[src/rtl/pbm_pkg.sv]
package pbm_pkg;

    typedef enum logic [2:0] {
        ST_IDLE,
        ST_RD_SEEK_LOW,
        ST_RD_SEEK_HIGH,
        ST_RD_SEEK_FALL,
        ST_RD_ADDR,
        ST_WR_SEEK_FALL,
        ST_WR_DRIVE
    } pbm_state_e;

endpackage

[src/rtl/pbm_sync.sv]
module pbm_sync #(
    parameter int STAGES = 2
) (
    input  logic clk,
    input  logic rst_n,
    input  logic d,
    output logic q
);
    logic [STAGES-1:0] chain;

    generate
        for (genvar i = 0; i < STAGES; i++) begin : g_stage
            if (i == 0) begin : g_first
                always_ff @(posedge clk) begin
                    if (!rst_n) chain[0] <= 1'b0;
                    else        chain[0] <= d;
                end
            end else begin : g_next
                always_ff @(posedge clk) begin
                    if (!rst_n) chain[i] <= 1'b0;
                    else        chain[i] <= chain[i-1];
                end
            end
        end
    endgenerate

    assign q = chain[STAGES-1];
endmodule

[src/rtl/pbm_ctrl.sv]
module pbm_ctrl
    import pbm_pkg::*;
#(
    parameter int ADDR_W = 16,
    parameter int DATA_W = 8
) (
    input  logic              clk,
    input  logic              rst_n,
    input  logic              grant_raw,
    input  logic              grant_s,
    input  logic              ready_s,
    input  logic              req_valid,
    input  logic              req_write,
    input  logic [ADDR_W-1:0] req_addr,
    input  logic [DATA_W-1:0] req_wdata,
    input  logic [DATA_W-1:0] dbus_in,
    output logic [ADDR_W-1:0] addr_q,
    output logic [DATA_W-1:0] wdata_q,
    output logic              addr_drive,
    output logic              data_drive,
    output logic              rw_read,
    output logic [DATA_W-1:0] rd_data,
    output logic              done
);
    pbm_state_e state, nxt;
    logic              g_prev;
    logic              g_fall, g_rise;
    logic [DATA_W-1:0] shadow;

    // edge detection on the synchronised grant
    always_ff @(posedge clk) begin
        if (!rst_n) g_prev <= 1'b0;
        else        g_prev <= grant_s;
    end
    assign g_fall = g_prev & ~grant_s;
    assign g_rise = ~g_prev & grant_s;

    // state register
    always_ff @(posedge clk) begin
        if (!rst_n) state <= ST_IDLE;
        else        state <= nxt;
    end

    // transitions
    always_comb begin
        nxt = state;
        unique case (state)
            ST_IDLE:         if (req_valid) nxt = req_write ? ST_WR_SEEK_FALL : ST_RD_SEEK_LOW;
            ST_RD_SEEK_LOW:  if (g_fall) nxt = ST_RD_SEEK_HIGH;
            ST_RD_SEEK_HIGH: if (g_rise) nxt = ST_RD_SEEK_FALL;
            ST_RD_SEEK_FALL: if (g_fall) nxt = ST_RD_ADDR;
            ST_RD_ADDR:      if (g_fall && ready_s) nxt = ST_IDLE;
            ST_WR_SEEK_FALL: if (g_fall) nxt = ST_WR_DRIVE;
            ST_WR_DRIVE:     if (g_fall) nxt = ST_IDLE;
            default:         nxt = ST_IDLE;
        endcase
    end

    // drive intents per state
    always_comb begin
        addr_drive = 1'b0;
        data_drive = 1'b0;
        rw_read    = 1'b1;
        unique case (state)
            ST_RD_ADDR:  addr_drive = 1'b1;
            ST_WR_DRIVE: begin
                addr_drive = 1'b1;
                data_drive = 1'b1;
                rw_read    = 1'b0;
            end
            default: ;
        endcase
    end

    // request latch, sampling and completion
    always_ff @(posedge clk) begin
        if (!rst_n) begin
            addr_q  <= '0;
            wdata_q <= '0;
            shadow  <= '0;
            rd_data <= '0;
            done    <= 1'b0;
        end else begin
            done <= 1'b0;
            if (state == ST_IDLE && req_valid) begin
                addr_q  <= req_addr;
                wdata_q <= req_wdata;
            end
            if (state == ST_RD_ADDR && grant_raw)
                shadow <= dbus_in;
            if (state == ST_RD_ADDR && g_fall && ready_s) begin
                rd_data <= shadow;
                done    <= 1'b1;
            end
            if (state == ST_WR_DRIVE && g_fall)
                done <= 1'b1;
        end
    end

    // completion only follows a detected grant fall
    a_r8_done_after_fall: assert property (@(posedge clk) disable iff (!rst_n)
        done |-> $past(g_fall));

    // ready low at a fall keeps the read in its address phase
    a_r4_ready_holds: assert property (@(posedge clk) disable iff (!rst_n)
        (state == ST_RD_ADDR && g_fall && !ready_s) |=> (state == ST_RD_ADDR));

    // latched address never changes while a transfer is outstanding
    a_r9_addr_kept: assert property (@(posedge clk) disable iff (!rst_n)
        (state != ST_IDLE && $past(state) != ST_IDLE) |-> $stable(addr_q));

endmodule

[src/rtl/phase_bus_master.sv]
module phase_bus_master #(
    parameter int ADDR_W      = 16,
    parameter int DATA_W      = 8,
    parameter int SYNC_STAGES = 2
) (
    input  logic              clk,
    input  logic              rst_n,
    input  logic              grant_i,
    input  logic              ready_i,
    input  logic              req_valid_i,
    input  logic              req_write_i,
    input  logic [ADDR_W-1:0] req_addr_i,
    input  logic [DATA_W-1:0] req_wdata_i,
    output logic [ADDR_W-1:0] abus_o,
    output logic              abus_oe_o,
    output logic              rw_o,
    input  logic [DATA_W-1:0] dbus_i,
    output logic [DATA_W-1:0] dbus_o,
    output logic              dbus_oe_o,
    output logic [DATA_W-1:0] rd_data_o,
    output logic              done_o
);
    logic grant_s, ready_s;
    logic addr_drive, data_drive, rw_read;

    pbm_sync #(.STAGES(SYNC_STAGES)) u_grant_sync (
        .clk(clk), .rst_n(rst_n), .d(grant_i), .q(grant_s)
    );

    pbm_sync #(.STAGES(SYNC_STAGES)) u_ready_sync (
        .clk(clk), .rst_n(rst_n), .d(ready_i), .q(ready_s)
    );

    pbm_ctrl #(.ADDR_W(ADDR_W), .DATA_W(DATA_W)) u_ctrl (
        .clk        (clk),
        .rst_n      (rst_n),
        .grant_raw  (grant_i),
        .grant_s    (grant_s),
        .ready_s    (ready_s),
        .req_valid  (req_valid_i),
        .req_write  (req_write_i),
        .req_addr   (req_addr_i),
        .req_wdata  (req_wdata_i),
        .dbus_in    (dbus_i),
        .addr_q     (abus_o),
        .wdata_q    (dbus_o),
        .addr_drive (addr_drive),
        .data_drive (data_drive),
        .rw_read    (rw_read),
        .rd_data    (rd_data_o),
        .done       (done_o)
    );

    // the raw pin gates every driver so the bus floats at once
    assign abus_oe_o = grant_i & addr_drive;
    assign dbus_oe_o = grant_i & data_drive;
    assign rw_o      = rw_read;

    // nothing driven while the video side owns the bus
    a_r2_float_when_lost: assert property (@(posedge clk) disable iff (!rst_n)
        !grant_i |-> (!abus_oe_o && !dbus_oe_o));

    // data drivers only in the write direction
    a_r10_data_write_only: assert property (@(posedge clk) disable iff (!rst_n)
        dbus_oe_o |-> !rw_o);

    // done lasts exactly one clock
    a_r8_done_pulse: assert property (@(posedge clk) disable iff (!rst_n)
        done_o |=> !done_o);

    // the driven address stays put across consecutive driven cycles
    a_r4_addr_stable: assert property (@(posedge clk) disable iff (!rst_n)
        (abus_oe_o && $past(abus_oe_o)) |-> $stable(abus_o));

endmodule

[config.mk]
export PLATFORM = sky130hd
export DESIGN_NAME = phase_bus_master
export DESIGN_NICKNAME = d
export VERILOG_FILES = /design/src/rtl/pbm_pkg.sv /design/src/rtl/pbm_sync.sv /design/src/rtl/pbm_ctrl.sv /design/src/rtl/phase_bus_master.sv
export SDC_FILE = /design/constraint.sdc
export NUM_CORES = 1
export LEC_CHECK = 0
export ABC_CLOCK_PERIOD_IN_PS = 1600
export BUFFER_PORTS_ARGS = -buffer_cell sky130_fd_sc_hd__buf_2
export CAP_MARGIN = 15
export CORE_ASPECT_RATIO = 0.6
export CORE_UTILIZATION = 40
export CTS_BUF_LIST = sky130_fd_sc_hd__clkbuf_4 sky130_fd_sc_hd__clkbuf_8
export CTS_CLUSTER_SIZE = 12
export DETAILED_ROUTE_END_ITERATION = 10
export PLACE_DENSITY = 0.67
export RECOVER_POWER = 25
export SETUP_SLACK_MARGIN = 0.2
export SLEW_MARGIN = 0
export SYNTH_ARGS = -nofsm -noshare
export SYNTH_HDL_FRONTEND = slang
export SYNTH_HIERARCHICAL = 1
export SYNTH_SLANG_ARGS = --single-unit
[constraint.sdc]
create_clock -name clk -period 1.6 [get_ports clk]
set_input_delay 0.32 -clock clk [delete_from_list [all_inputs] [get_ports clk]]
set_output_delay 0.32 -clock clk [all_outputs]
set_load 0.02 [all_outputs]
== Yosys cells after proc, flatten, opt, wreduce, memory -nomap -nowiden ==
Index checks and enable logic that the tools add are counted.
Cells by class
  equal/unequal tests: 13
  muxes and demuxes: 14
  bitwise gates (word level): 6
  reductions and logical operators: 9
Operator list (number)
  2-to-1 mux 3 bit: 8
  case mux 3 bit (7 select lines): 1
  inequality test 2 x 1 -> 1 bit, second input constant: 6
  == test 3 bit, second input constant: 3
  AND reduction 7 bit: 1
  == test 3 x 2 -> 1 bit, second input constant: 2
  logical AND 1 bit: 6
  2-to-1 mux 1 bit: 5
  AND 1 bit: 4
  == test 3 x 1 -> 1 bit, second input constant: 1
  logical NOT 3 bit: 1
  inequality test 2 bit, second input constant: 1
  inverter 1 bit: 2
  OR reduction 2 bit: 1
Storage, ports and cells
  bits in registers: 49
  bits of input ports: 38
  output and inout port bits: 36

== Logic depth before layout (Yosys ltp) ==
Gate-level depths: netlist of the first run.
  depth after elaboration: 6
  gate-level depth with buffers: 6
  mapped depth without buffers: 4

== Modules after synthesis ==
The synthesis of the first run kept the hierarchy.
By module, submodules not included
  pbm_ctrl: instances 1, cells each 196, area each 1866.8 µm², sequential area each 900.9 µm²
  pbm_sync: instances 2, cells each 4, area each 52.6 µm², sequential area each 40.0 µm²
  phase_bus_master: instances 1, cells each 2, area each 12.5 µm², sequential area each 0.0 µm²

== Least setup slack after synthesis of the first run ==
OpenSTA, ideal clock, no wires.
  path kind: register to output
  start: register u_ctrl.state[2]
  end: output port dbus_oe_o
  data arrival time: 1.206 ns
  data required time: 1.280 ns
  setup slack: 0.074 ns
  cell stages (with the launch flop): 6
  cell sequence: dfxtp_1 buf_4 and2b_2 nand2_1 inv_1 and2_1
Between the ends
  cells in the longest elaborated chain, start to end: 3
RTL lines
  start: declaration: line pbm_ctrl.sv:25  | pbm_state_e state, nxt;
  start signal: assignment: line pbm_ctrl.sv:41  | else state <= nxt;
  == test 3 bit: line pbm_ctrl.sv:64  | unique case (state)
  2-to-1 mux 1 bit: line pbm_ctrl.sv:64
  named net data_drive: line phase_bus_master.sv:24  | logic addr_drive, data_drive, rw_read;
  AND 1 bit: line phase_bus_master.sv:56  | assign dbus_oe_o = grant_i & data_drive;
  end: declaration: line phase_bus_master.sv:19  | output logic dbus_oe_o,
The timed path passes the listed nets, and every way through them passes these cells.

== Final worst setup path of the first run ==
  start: register u_ctrl.state[0]
  end: output port dbus_oe_o
Same word-level chain as after synthesis.

==> impl_metrics.ini, run 1 <==
[floorplan]
fp.dieArea_um2 = 5256
die_h_um = 56.56
die_x_um = 92.93
num_rows = 19
initial_core_util = 0.4259
core_region_area_um2 = 4659
io_pins = 74

[clock_network]
clk_path_buf_depth = 2
cts_tree = built
cts_buffers = 5
clock_latency_ns = 0.30
clkSinkCount = 49
root_buffer = clkbuf_8
h-tree-depth = 2
clkTransAtPathRegs_ns = 0.09

[pwr]
power_mw = 3.658
ir_worst_vdd_mv = 0.5446
power-per-cell-area_nw_per_um2 = 1378
p_leak_nw = 1.112

[synthesis]
syn_area_um2 = 1984
yosysWarnings = 6
synth_nets = 244
yosysTopAreaCell = dfxtp_1
ys_ff_latch = 49
synth.top_cell.area_share = 0.4943
avgSynthCellArea_um2 = 9.633
ys_types = 30
synthTopCellsByArea = dfxtp_1 (49%), nand2_1 (9.8%), mux2i_1 (8.6%)
syn_inst = 206
yosysSeqAreaShare = 0.4943

[detailed_routing]
ant_nets = 0
vias = 1640
drc = 0
first_pass_iters = 4
drt_iter0_drc = 36
routed_wl_um = 4276
viasPerCell = 4.686
wl_per_cell_um = 12.22

[critical_path]
critPathMaxStageDelay_ns = 0.35
reg2reg_to = u_ctrl/state[2]$_SDFFE_PN0P_
path_cells = and2b_2, nand2_2, inv_1, and2_4, buf_6
crit_required_ns = 1.28
reg2reg_from = u_ctrl/state[2]$_SDFFE_PN0P_
crit_arrival_ns = 1.21
r2r_slack_ns = 0.08
critical_path.endpoint_type = output port
critPathKind = register to output port
cp_max_fo = 3
slowest_stage = dfxtp_4
worstSetupStartpointType = register
rr_worst_depth = 5

[hold_path]
hold_end = u_ready_sync/chain[0]$_SDFF_PN0_
min-delay-start = ready_i
hold_class = input port to register
hold_depth = 2

[placement]
numPortBuffers = 73
dpl.hpwl_um = 2831
post-place-ws_ns = 0.09925
placed_area_um2 = 2456
place.gp.congestion = 0.7442

[cells_and_area]
utilization = 0.5695
fin_area_um2 = 2654
layout.nets = 324
drive_gt1_frac = 0.3101
layout-area-overhead-vs-synth_pct = 33.73
antenna_cells = 0

[sta]
fin_skew_ns = 0.005874
tightest_slew_ns = 0.7501
fin_ws_ns = 0.06629
fin_crit_sh = 0.9586
relSlewSlack = 0.4999
hold_viol = 0
fmax_mhz = 652.0
rsz0062_at_grt = true
min_period_ns = 1.534
whs_ns = 0.2211
setup_viol = 0
slew_violations = 0

[global_route]
antenna_found_initial = 0
grt_start_max_net_pins = 31
grt_pass1_wl_um = 6672
grt_pass1_vias = 1484
grt_overflow = 0
track_usage = 0.1645

[run_status]
status = completed

[flow_run]
cap_violations = 0
## synthesized netlist by cell type
library cell and number:
inv_1 1, o21a_1 1, a211oi_1 1, nand2_1 52, buf_6 4, o21ai_1 1, dfxtp_1 49, o21ai_0 3
a21oi_1 2, buf_2 4, and3_1 3, nor4b_4 2, and4_1 1, and2b_2 1, or2b_1 1, a21boi_1 3
and2_1 8, and2b_1 1, o311a_1 1, and2_2 1, nor2_1 2, clkbuf_1 3, nand4b_1 1, buf_4 3
mux2i_1 17, nand3b_2 1, maj3_1 1, a21boi_0 21, nor2b_1 16, nand4_1 1
## metal layers
layer	routed length, um	up-vias	track usage
met3	244	5	0.05014
met1	2183	758	0.2064
met4	44	0	0.05275
met5	0	-	0
met2	1803	38	0.2710
li1	-	839	-
## how the worst max path moves through the flow
stage,start,to,slack (ns),depth (start not counted)
3_3_place_gp,u_ctrl/state[0]$_SDFFE_PN0P_,dbus_oe_o,0.12,5
6_report,u_ctrl/state[0]$_SDFFE_PN0P_,dbus_oe_o,0.07,5
5_1_grt,u_ctrl/state[0]$_SDFFE_PN0P_,u_ctrl/addr_q[8]$_SDFFE_PN0P_,-0.01,7
3_5_place_dp,u_ctrl/state[0]$_SDFFE_PN0P_,dbus_oe_o,0.1,5
4_1_cts,u_ctrl/state[0]$_SDFFE_PN0P_,dbus_oe_o,0.06,5
2_1_floorplan,u_ctrl/state[0]$_SDFFE_PN0P_,u_ctrl/state[2]$_SDFFE_PN0P_,0.21,5
## state kept, by name, indices dropped and copies added (netlist names)
name	count
u_ctrl/addr_q	16
u_ctrl/done	1
u_ctrl/shadow	8
u_ctrl/g_prev	1
u_ctrl/rd_data	8
u_ctrl/state	3
u_ready_sync/chain	1
u_grant_sync/q	1
u_grant_sync/chain	1
u_ready_sync/q	1
u_ctrl/wdata_q	8
## cell families (layout without fill, tap and decap cells)
family / Yosys count / in the layout / synth area share
compound gates: 33 / 33 / 0.1185
fa+ha+maj: 1 / 1 / 0.005044
buf+inv: 15 / 96 / 0.05170
flops: 49 / 49 / 0.4943
mux: 17 / 17 / 0.08575
simple gates: 91 / 91 / 0.2447
## report_power, final
group	leakage, nW	switching, mW	internal, mW	total (mW)
logic	0.653	0.688	0.582	1.27
clock network	0.0574	0.404	0.508	0.912
registers	0.401	0.0807	1.40	1.48
total	1.11	1.17	2.49	3.66
## per-stage QoR
| stage | setup TNS (ns) | cells |
|---|---|---|
| floorplan | 0 | 206 |
| global placement | 0 | 336 |
| detailed placement | 0 | 336 |
| CTS | 0 | 346 |
| global route | -0.009686 | 350 |
| finish | 0 | 350 |
## critical path, delay by kind of cell, from the launching register on
kind	cells	cell delay, ns
AND/OR/NAND/NOR	3	0.41
flip-flops	1	0.35
buffers and inverters	2	0.16
## placed cells by master, fill, tap and decap left out, types with 2 or more instances in the layout
cell / n
dfxtp_1: 47
a21oi_1: 2
buf_4: 5
nor2_1: 2
o21ai_0: 2
o21ai_1: 2
buf_6: 4
clkbuf_16: 2
nand2_1: 51
a21boi_1: 16
clkbuf_1: 16
nor4b_4: 2
buf_2: 55
dfxtp_4: 2
mux2i_1: 17
and2_0: 3
and3_1: 3
and2_1: 4
a21boi_0: 7
clkbuf_8: 6
nor2b_1: 16
buf_12: 4
## layout make-up
type                            instances  area (um^2)
Timing Repair Buffer                   87        553.0
Fill cell                             451         2006
Inverter                                1        3.754
Multi-Input combinational cell        142        909.6
Tap cell                               63        78.83
Clock buffer                            6        82.58
Sequential cell                        49        988.4
Clock inverter                          2        37.54
## what timing repair did
item,4_1_cts,5_1_grt
resized for setup,8,17
pin swaps,2,0
hold buffers,0,0
setup endpoints to repair,10,45
setup buffers,2,1
gates cloned,0,3
(Power assumes the default switching activity.)
==> run 2: changes to the inputs <==
REMOVE_ABC_BUFFERS = 1   (was not set)
==> run 2 against run 1 <==
Critical path depth is the same. Cell area grew 0.94%. Sequential share of layout area shrank 0.35 points. Via count shrank 1.7%. Core utilization grew 0.54 points. Sequential power is essentially flat. Worst hold slack gained 0.0025 ns. Global-route usage grew 0.15 points. Power shrank 0.87%. Clock skew is essentially flat. Clock power shrank 3.2%. Critical path type unchanged. Critical endpoint unchanged. Largest cell class unchanged.
==> impl_metrics.ini, run 2 (same netlist as run 1, synthesis figures left out) <==
[run_status]
status = completed

[sta]
slew_violations = 0
min_period_ns = 1.553
fmax_mhz = 643.9
fin_skew_ns = 0.006090
rsz0062_at_grt = true
fin_crit_sh = 0.9707
tns_ns = 0
relSlewSlack = 0.4205
tightest_slew_ns = 0.8692
whs_ns = 0.2235
hold_viol = 0
setup_viol = 0

[cells_and_area]
seq_area_um2 = 988.4
layout.nets = 325
layout-area-overhead-vs-synth_pct = 34.99
final_common_cell = buf_2
drive_gt1_frac = 0.3299
layout_common_cells = buf_2 (53), nand2_1 (51), dfxtp_1 (47)
largest_register = u_ctrl/addr_q
multi_input_area_um2 = 929.6
fill_cells = 450
largest_reg_flops = 16
antenna_cells = 0

[detailed_routing]
drc = 0
vias = 1612
wl_per_cell_um = 12.21
drt_iter0_drc = 22
ant_nets = 0
viasPerCell = 4.593
routed_wl_um = 4284
first_pass_iters = 4

[pwr]
power_mw = 3.626
power-per-cell-area_nw_per_um2 = 1354
switching_share = 0.3264
ir_worst_vdd_mv = 0.5876
pwr-share-clk = 0.243
p_leak_nw = 1.114
p_int_mw = 2.443
power.switching_mw = 1.184
pwr-share-seq = 0.409
combinationalPowerShare = 0.348

[floorplan]
die_h_um = 56.56
die_x_um = 92.93
io_pins = 74
fp.dieArea_um2 = 5256
num_rows = 19
initial_core_util = 0.4259
core_region_area_um2 = 4659

[critical_path]
rr_worst_depth = 5
reg2reg_to = u_ctrl/state[2]$_SDFFE_PN0P_
worstSetupStartpointType = register
critPathKind = register to output port
path_cells = and2b_2, nand2_2, inv_2, and2_4, buf_6
r2r_slack_ns = 0.09
crit_path_end = dbus_oe_o
crit_required_ns = 1.28
cp.depth = 5
crit_arrival_ns = 1.23
crit_buf_inv = 2
startpoint = u_ctrl/state[0]$_SDFFE_PN0P_
reg2reg_from = u_ctrl/state[2]$_SDFFE_PN0P_
path_delay_family = simple AND/OR/NAND/NOR gates
critical_path.endpoint_type = output port
critPathMaxStageDelay_ns = 0.36
cp_max_fo = 3
slowest_stage = dfxtp_4

[global_route]
track_usage = 0.1660
grt_overflow = 0
grt_pass1_vias = 1484
antenna_found_initial = 0
grt_start_max_net_pins = 29
grt_pass1_wl_um = 6699

[clock_network]
cts_buffers = 5
root_buffer = clkbuf_8
cts_tree = built
clkTransAtPathRegs_ns = 0.09
clk_path_buf_depth = 2
h-tree-depth = 2
clkSinkCount = 49
clock_latency_ns = 0.30

[hold_path]
hold_class = input port to register

[placement]
place.gp.congestion = 0.7974
dpl.hpwl_um = 2891
numPortBuffers = 73

[flow_run]
cap_violations = 0
-- run 2: cell types whose count changed in the layout (fill, tap and decap cells not counted), moves of 2 or more --
cell	delta
a21boi_0	-2
buf_2	-2
buf_4	+2
o21ai_1	-2
-- run 2: cell type report --
cell class	count	area share
Clock buffer	5	0.02569
Clock inverter	3	0.01728
Inverter	1	0.001401
Multi-Input combinational cell	142	0.3470
Sequential cell	49	0.3690
Tap cell	63	0.02943
Timing Repair Buffer	88	0.2102
-- run 2: worst min path at each step --
| stage | from | endpoint | slack (ns) | depth (start not counted) |
|---|---|---|---|---|
| after detailed placement | u_grant_sync/chain[0]$_SDFF_PN0_ | u_grant_sync/q$_SDFF_PN0_ | 0.42 | 1 |
| after global routing | ready_i | u_ready_sync/chain[0]$_SDFF_PN0_ | 0.23 | 2 |
| final | ready_i | u_ready_sync/chain[0]$_SDFF_PN0_ | 0.22 | 2 |
| after floorplan | u_grant_sync/chain[0]$_SDFF_PN0_ | u_grant_sync/q$_SDFF_PN0_ | 0.41 | 1 |
| after global placement | u_grant_sync/chain[0]$_SDFF_PN0_ | u_grant_sync/q$_SDFF_PN0_ | 0.41 | 1 |
| after CTS | ready_i | u_ready_sync/chain[0]$_SDFF_PN0_ | 0.22 | 2 |
-- run 2: power by group through the flow --
stage | logic (mW) | registers [mW] | clock network (mW)
floorplan | 0.441 | 1.68 | 0
global placement | 1.01 | 1.53 | 0
detailed placement | 1.02 | 1.54 | 0
CTS | 1.13 | 1.48 | 0.908
global route | 1.37 | 1.50 | 0.962
finish | 1.26 | 1.48 | 0.883
-- run 2: what timing repair did --
action                                  CTS  global route
endpoints found under the setup margin   22            45
hold buffers                              0             0
pin swaps                                 2             1
cloned                                    0             2
endpoints found under the hold margin     0             0
resized for setup                        10            26
buffers inserted                          3             2
-- run 2: worst reg2reg max path: cells and delay by family (launching register included) --
family / cells / cell delay (ns)
AO/OA/AOI/OAI: 2 / 0.41
buffers and inverters: 1 / 0.17
flip-flops: 1 / 0.36
AND/OR/NAND/NOR: 2 / 0.47
-- run 2: layer usage --
metal / part of all wire / global-route usage
met1: 0.52 / 0.2199
met2: 0.40 / 0.2447
met3: 0.071 / 0.06504
met4: 0.0082 / 0.05934
met5: 0 / 0
-- run 2: per-stage QoR --
stage               utilization  instances  setup slack, ns  instance area, um^2
detailed placement       0.5263        336          0.06971                 2452
floorplan                     -        192          0.05599                 1886
global route             0.5749        351        -0.005093                 2679
finish                   0.5749        351          0.04687                 2679
global placement         0.5263        336           0.1036                 2452
CTS                      0.5612        347          0.04865                 2615
